==> src/rtl/cel_pkg.sv <==
package cel_pkg;

    // Sequencer macro states
    typedef enum logic [2:0] {
        ST_START,
        ST_SELECT,
        ST_CMD,
        ST_DATA,
        ST_RELEASE,
        ST_FINISH
    } seq_state_e;

    // Sub-step inside a bit; command bits use A/B/C, data bits use A/B
    typedef enum logic [1:0] {
        STEP_A,
        STEP_B,
        STEP_C
    } step_e;

endpackage

==> src/rtl/cel_phase_timer.sv <==
module cel_phase_timer #(
    parameter int CLKS_PER_PHASE = 6400
) (
    input  logic clk,
    input  logic rst_n,
    input  logic run,
    output logic tick
);
    localparam int CNT_W = (CLKS_PER_PHASE > 1) ? $clog2(CLKS_PER_PHASE) : 1;
    localparam logic [CNT_W-1:0] CNT_LAST = CNT_W'(CLKS_PER_PHASE - 1);

    logic [CNT_W-1:0] cnt_d, cnt_q;

    always_comb begin
        cnt_d = cnt_q;
        tick  = 1'b0;
        if (run) begin
            if (cnt_q == CNT_LAST) begin
                tick  = 1'b1;
                cnt_d = '0;
            end else begin
                cnt_d = cnt_q + 1'b1;
            end
        end
    end

    always_ff @(posedge clk or negedge rst_n) begin
        if (!rst_n) cnt_q <= '0;
        else        cnt_q <= cnt_d;
    end

endmodule

==> src/rtl/cel_bit_sequencer.sv <==
module cel_bit_sequencer
    import cel_pkg::*;
#(
    parameter int WORD_COUNT = 64,
    parameter int WORD_BITS  = 16,
    parameter int CMD_BITS   = 8,
    parameter int CMD_BASE   = 'h80,
    localparam int ADDR_W    = $clog2(WORD_COUNT)
) (
    input  logic                 clk,
    input  logic                 rst_n,
    input  logic                 tick,
    input  logic                 ser_miso,
    output logic                 ser_cs,
    output logic                 ser_clk,
    output logic                 ser_mosi,
    output logic                 word_we,
    output logic [ADDR_W-1:0]    word_addr,
    output logic [WORD_BITS-1:0] word_data,
    output logic                 image_end
);
    localparam int FRAME_W = CMD_BITS + 1;
    localparam int BIT_W   = $clog2(CMD_BITS + WORD_BITS + 1);
    localparam logic [BIT_W-1:0]  CMD_LAST  = BIT_W'(CMD_BITS);
    localparam logic [BIT_W-1:0]  DATA_LAST = BIT_W'(WORD_BITS - 1);
    localparam logic [ADDR_W-1:0] WORD_LAST = ADDR_W'(WORD_COUNT - 1);

    typedef struct packed {
        seq_state_e             state;
        step_e                  step;
        logic [BIT_W-1:0]       bit_idx;
        logic [ADDR_W-1:0]      word;
        logic [WORD_BITS-2:0]   shreg;
    } seq_regs_t;

    seq_regs_t d, q;

    logic [FRAME_W-1:0] frame;
    logic [FRAME_W-1:0] frame_sh;
    logic               frame_bit;

    // Start bit, then the command value for the current word, MSB first
    always_comb begin
        frame     = {1'b1, CMD_BITS'(CMD_BASE) + CMD_BITS'(q.word)};
        frame_sh  = frame << q.bit_idx;
        frame_bit = frame_sh[FRAME_W-1];
    end

    // Line decode from registered state
    always_comb begin
        ser_cs   = (q.state == ST_SELECT) || (q.state == ST_CMD) || (q.state == ST_DATA);
        ser_clk  = ((q.state == ST_CMD)  && (q.step == STEP_B)) ||
                   ((q.state == ST_DATA) && (q.step == STEP_A));
        ser_mosi = (q.state == ST_CMD) && (q.step != STEP_C) && frame_bit;
    end

    assign word_addr = q.word;
    assign word_data = {q.shreg, ser_miso};

    always_comb begin
        d         = q;
        word_we   = 1'b0;
        image_end = 1'b0;
        if (tick) begin
            unique case (q.state)
                ST_START: begin
                    d.state = ST_SELECT;
                    d.word  = '0;
                end
                ST_SELECT: begin
                    d.state   = ST_CMD;
                    d.step    = STEP_A;
                    d.bit_idx = '0;
                end
                ST_CMD: begin
                    unique case (q.step)
                        STEP_A: d.step = STEP_B;
                        STEP_B: d.step = STEP_C;
                        default: begin
                            d.step = STEP_A;
                            if (q.bit_idx == CMD_LAST) begin
                                d.state   = ST_DATA;
                                d.bit_idx = '0;
                            end else begin
                                d.bit_idx = q.bit_idx + 1'b1;
                            end
                        end
                    endcase
                end
                ST_DATA: begin
                    if (q.step == STEP_A) begin
                        d.step = STEP_B;
                    end else begin
                        d.step  = STEP_A;
                        d.shreg = {q.shreg[WORD_BITS-3:0], ser_miso};
                        if (q.bit_idx == DATA_LAST) begin
                            word_we = 1'b1;
                            d.state = ST_RELEASE;
                        end else begin
                            d.bit_idx = q.bit_idx + 1'b1;
                        end
                    end
                end
                ST_RELEASE: begin
                    if (q.word == WORD_LAST) begin
                        d.state   = ST_FINISH;
                        image_end = 1'b1;
                    end else begin
                        d.state = ST_SELECT;
                        d.word  = q.word + 1'b1;
                    end
                end
                default: ;
            endcase
        end
    end

    always_ff @(posedge clk or negedge rst_n) begin
        if (!rst_n) begin
            q.state   <= ST_START;
            q.step    <= STEP_A;
            q.bit_idx <= '0;
            q.word    <= '0;
            q.shreg   <= '0;
        end else begin
            q <= d;
        end
    end

endmodule

==> src/rtl/cel_image_store.sv <==
module cel_image_store #(
    parameter int WORD_COUNT  = 64,
    parameter int WORD_BITS   = 16,
    parameter int CHECK_VALUE = 'h1234,
    parameter int ID_BYTE     = 'h40,
    parameter int NEG_BYTE    = 'h41,
    parameter int NEG_BIT     = 3,
    parameter int TAG_BYTE    = 'h43,
    parameter int TAG_W       = 16,
    parameter int DEFAULT_ID  = 7,
    localparam int ADDR_W     = $clog2(WORD_COUNT)
) (
    input  logic                 clk,
    input  logic                 rst_n,
    input  logic                 we,
    input  logic [ADDR_W-1:0]    waddr,
    input  logic [WORD_BITS-1:0] wdata,
    input  logic                 commit,
    output logic                 done,
    output logic                 valid,
    output logic [7:0]           host_id,
    output logic [TAG_W-1:0]     tag_depth,
    output logic                 act_neg
);
    localparam int BPW = WORD_BITS / 8;

    typedef struct packed {
        logic [WORD_BITS-1:0] sum;
        logic                 done;
        logic                 valid;
        logic [7:0]           id;
        logic [TAG_W-1:0]     tag;
        logic                 neg;
    } store_regs_t;

    store_regs_t d, q;

    logic [WORD_BITS-1:0] buf_q [WORD_COUNT];

    logic [7:0] id_byte;
    logic [7:0] tag_byte;
    logic       neg_bit;

    // Little-endian byte lanes inside each stored word
    always_comb begin
        id_byte  = buf_q[ID_BYTE / BPW][(ID_BYTE % BPW) * 8 +: 8];
        tag_byte = buf_q[TAG_BYTE / BPW][(TAG_BYTE % BPW) * 8 +: 8];
        neg_bit  = buf_q[NEG_BYTE / BPW][(NEG_BYTE % BPW) * 8 + NEG_BIT];
    end

    always_comb begin
        d = q;
        if (we) d.sum = q.sum + wdata;
        if (commit) begin
            d.done = 1'b1;
            if (q.sum == WORD_BITS'(CHECK_VALUE)) begin
                d.valid = 1'b1;
                d.id    = id_byte;
                d.tag   = TAG_W'(2) << tag_byte;
                d.neg   = neg_bit;
            end
        end
    end

    always_ff @(posedge clk or negedge rst_n) begin
        if (!rst_n) begin
            q.sum   <= '0;
            q.done  <= 1'b0;
            q.valid <= 1'b0;
            q.id    <= 8'(DEFAULT_ID);
            q.tag   <= '0;
            q.neg   <= 1'b0;
        end else begin
            q <= d;
        end
    end

    always_ff @(posedge clk) begin
        if (we) buf_q[waddr] <= wdata;
    end

    assign done      = q.done;
    assign valid     = q.valid;
    assign host_id   = q.id;
    assign tag_depth = q.tag;
    assign act_neg   = q.neg;

endmodule

==> src/rtl/cfg_eeprom_loader.sv <==
module cfg_eeprom_loader #(
    parameter int CLKS_PER_PHASE = 6400,
    parameter int WORD_COUNT     = 64,
    parameter int WORD_BITS      = 16,
    parameter int CMD_BITS       = 8,
    parameter int CMD_BASE       = 'h80,
    parameter int CHECK_VALUE    = 'h1234,
    parameter int ID_BYTE        = 'h40,
    parameter int NEG_BYTE       = 'h41,
    parameter int NEG_BIT        = 3,
    parameter int TAG_BYTE       = 'h43,
    parameter int TAG_W          = 16,
    parameter int DEFAULT_ID     = 7
) (
    input  logic             clk,
    input  logic             rst_n,
    input  logic             ser_miso,
    output logic             ser_cs,
    output logic             ser_clk,
    output logic             ser_mosi,
    output logic             load_done,
    output logic             image_valid,
    output logic [7:0]       host_id,
    output logic [TAG_W-1:0] tag_depth,
    output logic             act_neg_en
);
    localparam int ADDR_W = $clog2(WORD_COUNT);

    logic                 tick;
    logic                 word_we;
    logic [ADDR_W-1:0]    word_addr;
    logic [WORD_BITS-1:0] word_data;
    logic                 image_end;

    cel_phase_timer #(
        .CLKS_PER_PHASE(CLKS_PER_PHASE)
    ) timer_i (
        .clk  (clk),
        .rst_n(rst_n),
        .run  (!load_done),
        .tick (tick)
    );

    cel_bit_sequencer #(
        .WORD_COUNT(WORD_COUNT),
        .WORD_BITS (WORD_BITS),
        .CMD_BITS  (CMD_BITS),
        .CMD_BASE  (CMD_BASE)
    ) seq_i (
        .clk      (clk),
        .rst_n    (rst_n),
        .tick     (tick),
        .ser_miso (ser_miso),
        .ser_cs   (ser_cs),
        .ser_clk  (ser_clk),
        .ser_mosi (ser_mosi),
        .word_we  (word_we),
        .word_addr(word_addr),
        .word_data(word_data),
        .image_end(image_end)
    );

    cel_image_store #(
        .WORD_COUNT (WORD_COUNT),
        .WORD_BITS  (WORD_BITS),
        .CHECK_VALUE(CHECK_VALUE),
        .ID_BYTE    (ID_BYTE),
        .NEG_BYTE   (NEG_BYTE),
        .NEG_BIT    (NEG_BIT),
        .TAG_BYTE   (TAG_BYTE),
        .TAG_W      (TAG_W),
        .DEFAULT_ID (DEFAULT_ID)
    ) store_i (
        .clk      (clk),
        .rst_n    (rst_n),
        .we       (word_we),
        .waddr    (word_addr),
        .wdata    (word_data),
        .commit   (image_end),
        .done     (load_done),
        .valid    (image_valid),
        .host_id  (host_id),
        .tag_depth(tag_depth),
        .act_neg  (act_neg_en)
    );

endmodule

==> config.mk <==
export PLATFORM = sky130hd
export DESIGN_NAME = cfg_eeprom_loader
export DESIGN_NICKNAME = d
export VERILOG_FILES = /design/src/rtl/cel_pkg.sv /design/src/rtl/cel_phase_timer.sv /design/src/rtl/cel_bit_sequencer.sv /design/src/rtl/cel_image_store.sv /design/src/rtl/cfg_eeprom_loader.sv
export SDC_FILE = /design/constraint.sdc
export NUM_CORES = 1
export LEC_CHECK = 0
export BUFFER_PORTS_ARGS = -buffer_cell sky130_fd_sc_hd__buf_2
export CORE_MARGIN = 1.5
export CORE_UTILIZATION = 51
export CTS_CLUSTER_SIZE = 28
export DETAILED_ROUTE_END_ITERATION = 8
export MAX_ROUTING_LAYER = met4
export PLACE_DENSITY = 0.69
export SETUP_SLACK_MARGIN = 0.02
export SLEW_MARGIN = 0
export SYNTH_ARGS = -nofsm -noshare
export SYNTH_HDL_FRONTEND = slang
export SYNTH_SLANG_ARGS = --single-unit
==> constraint.sdc <==
create_clock -name clk -period 3.23 [get_ports clk]
set_input_delay 0.323 -clock clk [delete_from_list [all_inputs] [get_ports clk]]
set_output_delay 0.323 -clock clk [all_outputs]
set_load 0.02 [all_outputs]
==> flow_metrics.py, run 1 <==
metrics = {
    "timing": {
        "slew_headroom_pct": 57.0,
        "finalCriticalPeriod_ps": 2500,
        "rsz0062_at_grt": "no",
        "finalCritPeriodShare_pct": 77.3,
        "slew_viol_final": 0,
        "fin_setup_tns_ps": 0,
        "setup-violations-final": 0,
        "tightest_slew_ps": 644,
        "hold_violations": 0,
        "skew_ps": 6.31,
        "fmax_mhz": 400,
    },
    "yosys": {
        "synth_fp_nets": 543,
        "synth-edff-count": 17,
        "ys_types": 54,
        "synth.avg_cell_area_sq_um": 10.5,
        "synth-seq-cells": 103,
        "ys.warnings.count": 0,
        "synth_cells": 519,
        "syn-cell-area_sq_um": 5460,
        "ys_seq_area_share_pct": 48.8,
        "synth_flop_cell": "dfrtp_1",
        "synthArstFlopShare_pct": 83.5,
    },
    "global_route": {
        "grt_pass1_vias": 3617,
        "grt_first_pass_wirelength_mm": 17.8,
        "grt_max_degree": 47,
        "antenna_found_initial": 0,
        "grt_usage_pct": 20.4,
        "grt.overflow.total": 0,
    },
    "placed_design": {
        "gp_congestion": 0.869,
        "port_buffers": 31,
        "hpwl_mm": 7.53,
    },
    "floorplan": {
        "io_pins": 33,
        "die_area_sq_um": 11300,
        "start_util_pct": 52.6,
        "rows": 37,
        "die_w_um": 106,
        "coreArea_sq_um": 10400,
        "die_h_um": 106,
    },
    "min_path": {
        "min_path_cells": 1,
        "hold_end": "store_i.buf_q[32][0]$_DFFE_PP_",
        "hp-class": "primary input to flop",
        "hold_start": "ser_miso",
    },
    "routing": {
        "finalWirelength_mm": 10.4,
        "vias": 3819,
        "wl_per_cell_um": 15.5,
        "drtAntennaViolNets": 0,
        "dr.pass1.iters": 5,
        "vias_per_cell": 5.71,
        "initialDrtViolationCount": 398,
        "drt_drc_violations_left": 0,
    },
    "critical_path": {
        "crit_arrival_ps": 2580,
        "r2r_end": "store_i.buf_q[33][15]$_DFFE_PP_",
        "worst-r2r-cell-count": 6,
        "rrSetupSlack_ps": 730,
        "start_kind": "flop",
        "r2r_start": "timer_i.cnt_q[0]$_DFFE_PN0N_",
        "worstSetupPathType": "flop to flop",
        "crit_path_end_kind": "flop",
        "worstPathRequired_ps": 3320,
        "crit_fanout": 8,
    },
    "power_and_ir_drop": {
        "p_leak_nw": 2.61,
        "pwr_density_cell_nw_per_um2": 389,
        "finalPower_mw": 2.27,
        "irDropWorstVdd_uv": 204,
    },
    "final_layout": {
        "drive_gt1_share_pct": 20.3,
        "fillCellCount": 894,
        "diodes": 0,
        "multi_input_comb_area_sq_um": 2500,
        "area_growth_pct": 6.74,
        "register_area_sq_um": 2670,
        "finalNetCount": 552,
    },
    "flow_run": {
        "drv_cap": 0,
    },
    "clock_network": {
        "clk_pin_slew_ps": 100,
        "clockBufferDepth": 2,
        "clk_latency_ps": 370,
        "cts_resized": 0,
        "h-tree-depth": 3,
        "cts_tree": "built",
        "cts_sinks": 103,
        "cts_root_buf": "clkbuf_8",
        "cts_buffers": 9,
    },
    "outcome": {
        "status": "finished clean",
    },
}
==> cell usage after synthesis, types with 2 or more instances <==
master / instances / area share (%)
nor2_1: 30 / 2.1
or3b_2: 2 / 0.32
or3_1: 5 / 0.57
and3_1: 6 / 0.69
buf_4: 26 / 3.6
a22o_1: 3 / 0.48
xor2_1: 5 / 0.80
clkbuf_1: 16 / 1.1
inv_1: 12 / 0.83
nand2b_1: 10 / 1.1
a31oi_1: 6 / 0.69
or2_2: 3 / 0.34
nor2b_1: 4 / 0.46
xnor2_1: 13 / 2.1
o21a_1: 3 / 0.41
a21oi_1: 18 / 1.7
nand2_1: 50 / 3.4
nand4bb_1: 2 / 0.41
nor3b_1: 6 / 0.83
edfxtp_1: 17 / 9.4
nor3_1: 13 / 1.2
nor4b_1: 6 / 0.96
dfstp_2: 3 / 1.4
a21o_1: 7 / 0.96
and2_1: 3 / 0.34
ha_1: 20 / 4.6
nand3b_1: 4 / 0.55
o21bai_1: 3 / 0.41
dfrtp_1: 83 / 38
mux2_2: 42 / 8.7
o21ai_0: 40 / 3.7
o211ai_1: 2 / 0.27
a211oi_1: 5 / 0.69
nand3_1: 15 / 1.4
mux2i_1: 5 / 0.92
nand4_1: 5 / 0.57
nor4_1: 4 / 0.46
o31ai_1: 6 / 0.83
==> routing by layer <==
metal	GRT usage, %	share of wire [%]	vias to the layer above
met2	30.2	45	77
met5	-	0	-
met4	8.00	1.6	0
li1	-	-	1864
met1	29.0	50	1868
met3	2.45	3.3	10
==> cell usage in the layout (no fill, tap or decap), types with 4 or more instances in the layout <==
master     n
dfrtp_1   83
nand2_1   50
mux2_2    42
o21ai_0   40
nor2_1    30
buf_2     30
ha_1      20
a21oi_1   18
edfxtp_1  17
nand3_1   15
nor3_1    13
xnor2_1   13
inv_1     12
nand2b_1  10
clkbuf_8   9
buf_4      9
a21o_1     7
a31oi_1    6
o31ai_1    6
and3_1     6
nor3b_1    6
or3_1      5
mux2i_1    5
xor2_1     5
nor4b_1    5
a211oi_1   5
nand4_1    5
nor2b_1    4
nor4_1     4
nand3b_1   4
==> area by class of cell <==
type | count | area share (%)
Clock inverter | 6 | 1.57
Sequential cell | 103 | 45.8
Inverter | 12 | 0.773
Tap cell | 136 | 2.92
Multi-Input combinational cell | 362 | 42.9
Timing Repair Buffer | 40 | 3.91
Clock buffer | 10 | 2.19
==> worst max-delay path by stage <==
stage / startpoint / endpoint / slack (ps) / cells after the start
5_1_grt: timer_i.cnt_q[0]$_DFFE_PN0N_ / store_i.buf_q[33][15]$_DFFE_PP_ / 500 / 6
4_1_cts: timer_i.cnt_q[0]$_DFFE_PN0N_ / store_i.buf_q[33][15]$_DFFE_PP_ / 750 / 6
6_report: timer_i.cnt_q[0]$_DFFE_PN0N_ / store_i.buf_q[33][15]$_DFFE_PP_ / 730 / 6
2_1_floorplan: store_i.done$_DFFE_PN0P_ / store_i.buf_q[32][0]$_DFFE_PP_ / 330 / 4
3_3_place_gp: timer_i.cnt_q[0]$_DFFE_PN0N_ / store_i.buf_q[33][8]$_DFFE_PP_ / 790 / 6
3_5_place_dp: timer_i.cnt_q[0]$_DFFE_PN0N_ / store_i.buf_q[33][8]$_DFFE_PP_ / 840 / 6
==> cell families (layout without fill, tap and decap cells) <==
kind of cell | after synthesis | count (layout) | synth area share, %
buffers and inverters | 54 | 68 | 5.50
other | 1 | 1 | 0.0687
muxes | 47 | 47 | 9.58
and+or+nand+nor | 176 | 176 | 17.2
AOI/OAI and AO/OA | 99 | 99 | 11.0
DFF | 103 | 103 | 48.8
adders and majority gates | 21 | 21 | 4.95
xor gates and xnor gates | 18 | 18 | 2.89
==> power by group <==
part	leakage (nW)	switching, mW	internal [mW]
combinational	1.28	0.0317	0.0131
sequential	1.22	0.00175	1.32
clock	0.111	0.462	0.443
total	2.61	0.496	1.77
==> stage by stage <==
step                      hold WS [ps]  utilization, %  setup slack, ps  instance area, sq um  instances
final                              165            56.2              733                  5830        669
after global routing               167            56.2              504                  5830        669
after global placement             369            54.0              789                  5600        652
after floorplan                   27.4               -              329                  5460        519
after detailed placement           373            54.0              835                  5600        652
after CTS                          154            56.2              753                  5830        669
==> critical path, cell delays in order (launching register included) <==
cell and delay, ps:
dfrtp_1 400, ha_1 230, nand3b_1 160, nor4_4 450, nand3_1 360, nor4b_1 380
buf_4 230
==> registers in the layout (all words and copies together), names as in the netlist <==
signal,cells
store_i.buf_q,17
store_i.q,16
seq_i.word_data,15
store_i.tag_depth,15
timer_i.cnt_q,13
seq_i.q,10
store_i.host_id,8
seq_i.word_addr,6
store_i.act_neg,1
store_i.done,1
store_i.valid,1
==> repair_timing <==
| item | 4_1_cts | 5_1_grt |
|---|---|---|
| hold buffers | 1 | 0 |
| setup buffers | 0 | 0 |
| hold endpoints to repair | 41 | 0 |
(Power assumes the default switching activity.)
==> run 2: changes to the inputs <==
==> constraint.sdc (replaced) <==
create_clock -name clk -period 2.5 [get_ports clk]
set_input_delay 0.25 -clock clk [delete_from_list [all_inputs] [get_ports clk]]
set_output_delay 0.25 -clock clk [all_outputs]
set_load 0.02 [all_outputs]
==> flow_metrics.py, run 2 (synthesized netlist as in run 1, its figures left out) <==
metrics = {
    "routing": {
        "met3_wirelength_um": 419,
        "routed.top_layer": "met4",
        "wl_per_cell_um": 15.4,
        "vias_per_cell": 5.75,
        "wl_met1_mm": 5.08,
        "dr.pass1.iters": 5,
        "drt_drc_violations_left": 0,
        "vias": 3890,
        "finalWirelength_mm": 10.4,
        "initialDrtViolationCount": 244,
        "drtAntennaViolNets": 0,
        "wl_met2_mm": 4.72,
    },
    "power_and_ir_drop": {
        "p_sw_uw": 619,
        "power.internal_mw": 2.25,
        "pwr_density_cell_nw_per_um2": 486,
        "sw_frac_of_total_pct": 21.6,
        "p_comb_share_pct": 2.1,
        "irDropWorstVdd_uv": 313,
        "finalPower_mw": 2.87,
        "clock_power_share_pct": 38.5,
        "p_leak_nw": 2.64,
        "pwr-share-seq_pct": 59.4,
    },
    "critical_path": {
        "rrSetupSlack_ps": 160,
        "worstSetupPathType": "flop to flop",
        "startpoint": "timer_i.cnt_q[0]$_DFFE_PN0N_",
        "r2r_start": "timer_i.cnt_q[0]$_DFFE_PN0N_",
        "crit_arrival_ps": 2640,
        "start_kind": "flop",
        "crit_fanout": 9,
        "r2r_end": "store_i.q[36]$_DFFE_PN0P_",
        "cp-endpoint": "store_i.q[36]$_DFFE_PN0P_",
        "worstPathRequired_ps": 2810,
        "worst-r2r-cell-count": 7,
        "crit_path_end_kind": "flop",
    },
    "global_route": {
        "grt_pass1_vias": 3684,
        "grt_max_degree": 35,
        "antenna_found_initial": 0,
        "grt_first_pass_wirelength_mm": 17.6,
        "grt_usage_pct": 20.3,
        "grt.overflow.total": 0,
    },
    "clock_network": {
        "cts_tree": "built",
        "clockBufferDepth": 2,
        "cts_sinks": 103,
        "cts_buffers": 9,
        "h-tree-depth": 3,
        "clk_latency_ps": 370,
        "cts_root_buf": "clkbuf_8",
        "post_cts_buffers": 0,
        "clk_pin_slew_ps": 100,
    },
    "placed_design": {
        "hpwl_mm": 7.57,
        "port_buffers": 31,
        "dp_cells": 659,
        "gp_congestion": 0.946,
        "place_area_sq_um": 5670,
    },
    "final_layout": {
        "reg_top3": "store_i.buf_q (17), store_i.q (16)",
        "largest_reg_flops": 17,
        "final_common_cell": "dfrtp_1",
        "drive_gt1_share_pct": 21.9,
        "stdcell_count": 676,
        "finalNetCount": 559,
        "fin_area_sq_um": 5900,
        "largest_register": "store_i.buf_q",
        "area_growth_pct": 8.07,
        "diodes": 0,
        "final_cell_mix": "83 x dfrtp_1, 50 x nand2_1, 42 x mux2_2, 40 x o21ai_0",
    },
    "floorplan": {
        "start_util_pct": 52.6,
        "coreArea_sq_um": 10400,
        "die_w_um": 106,
        "io_pins": 33,
        "die_h_um": 106,
        "die_area_sq_um": 11300,
        "rows": 37,
    },
    "timing": {
        "fmax_mhz": 428,
        "fin_hold_ws_ps": 83.4,
        "finalCritPeriodShare_pct": 93.5,
        "skew_ps": 15.5,
        "slew_headroom_pct": 60.1,
        "finalCriticalPeriod_ps": 2340,
        "slew_viol_final": 0,
        "tightest_slew_ps": 592,
        "fin_setup_tns_ps": 0,
        "setup-violations-final": 0,
        "hold_violations": 0,
        "rsz0062_at_grt": "no",
    },
    "min_path": {
        "hp-class": "primary input to flop",
    },
    "outcome": {
        "status": "finished clean",
    },
    "flow_run": {
        "drv_cap": 0,
    },
}
-- run 2: cell types whose count changed in the layout (fill, tap and decap cells not counted), sizes merged --
cell    delta
bufinv     -1
clkbuf     +2
inv        -1
buf        +7
-- run 2: power groups by stage --
stage                     logic (mW)  clock network [mW]  registers (mW)
final                         0.0592                1.10            1.70
after global routing          0.0689                1.20            1.70
after CTS                     0.0609                1.13            1.70
after detailed placement      0.0593                   0            1.74
after global placement        0.0587                   0            1.74
after floorplan               0.0222                   0            1.74
-- run 2: worst min-delay path by stage --
stage,startpoint,to,cells after the start
global placement,rst_n,store_i.tag_depth[3]$_DFFE_PN0P_,1
global route,ser_miso,store_i.buf_q[32][0]$_DFFE_PP_,1
CTS,ser_miso,store_i.buf_q[32][0]$_DFFE_PP_,1
finish,ser_miso,store_i.buf_q[32][0]$_DFFE_PP_,1
detailed placement,rst_n,store_i.tag_depth[3]$_DFFE_PN0P_,1
floorplan,rst_n,seq_i.q[21]$_DFFE_PN0P_,0
-- run 2: cell type report --
| cell class | count | area (sq um) |
|---|---|---|
| sequential | 103 | 2670 |
| fill | 882 | 4470 |
| timing repair buffer | 47 | 293 |
| multi-input combinational | 362 | 2520 |
| inverter | 12 | 45.0 |
| tap | 136 | 170 |
| clock buffer | 12 | 156 |
| clock inverter | 4 | 52.6 |
-- run 2: what timing repair did --
action	4_1_cts	5_1_grt
hold buffers	1	0
setup endpoints to repair	0	2
endpoints found under the hold margin	32	0
resized for setup	0	3
-- run 2: layer usage --
metal  global-route usage (%)  vias to the layer above
met5                        -                        -
met4                     7.14                        0
met1                     27.5                     1911
li1                         -                     1874
met2                     30.8                       87
met3                     3.62                       18
-- run 2: per-stage QoR --
| step | util [%] | worst slack (ps) |
|---|---|---|
| 3_3_place_gp | 54.7 | 237 |
| 3_5_place_dp | 54.7 | 180 |
| 4_1_cts | 56.8 | 147 |
| 5_1_grt | 56.9 | 29.0 |
| 6_report | 56.9 | 164 |
| 2_1_floorplan | - | 10.0 |
-- run 2: critical path, cell delays in order (launching register included) --
cell	delay (ps)
dfrtp_1	410
ha_1	210
nand3b_1	140
nor4_4	440
nand3_1	340
buf_4	270
or3_1	360
nand3_1	100
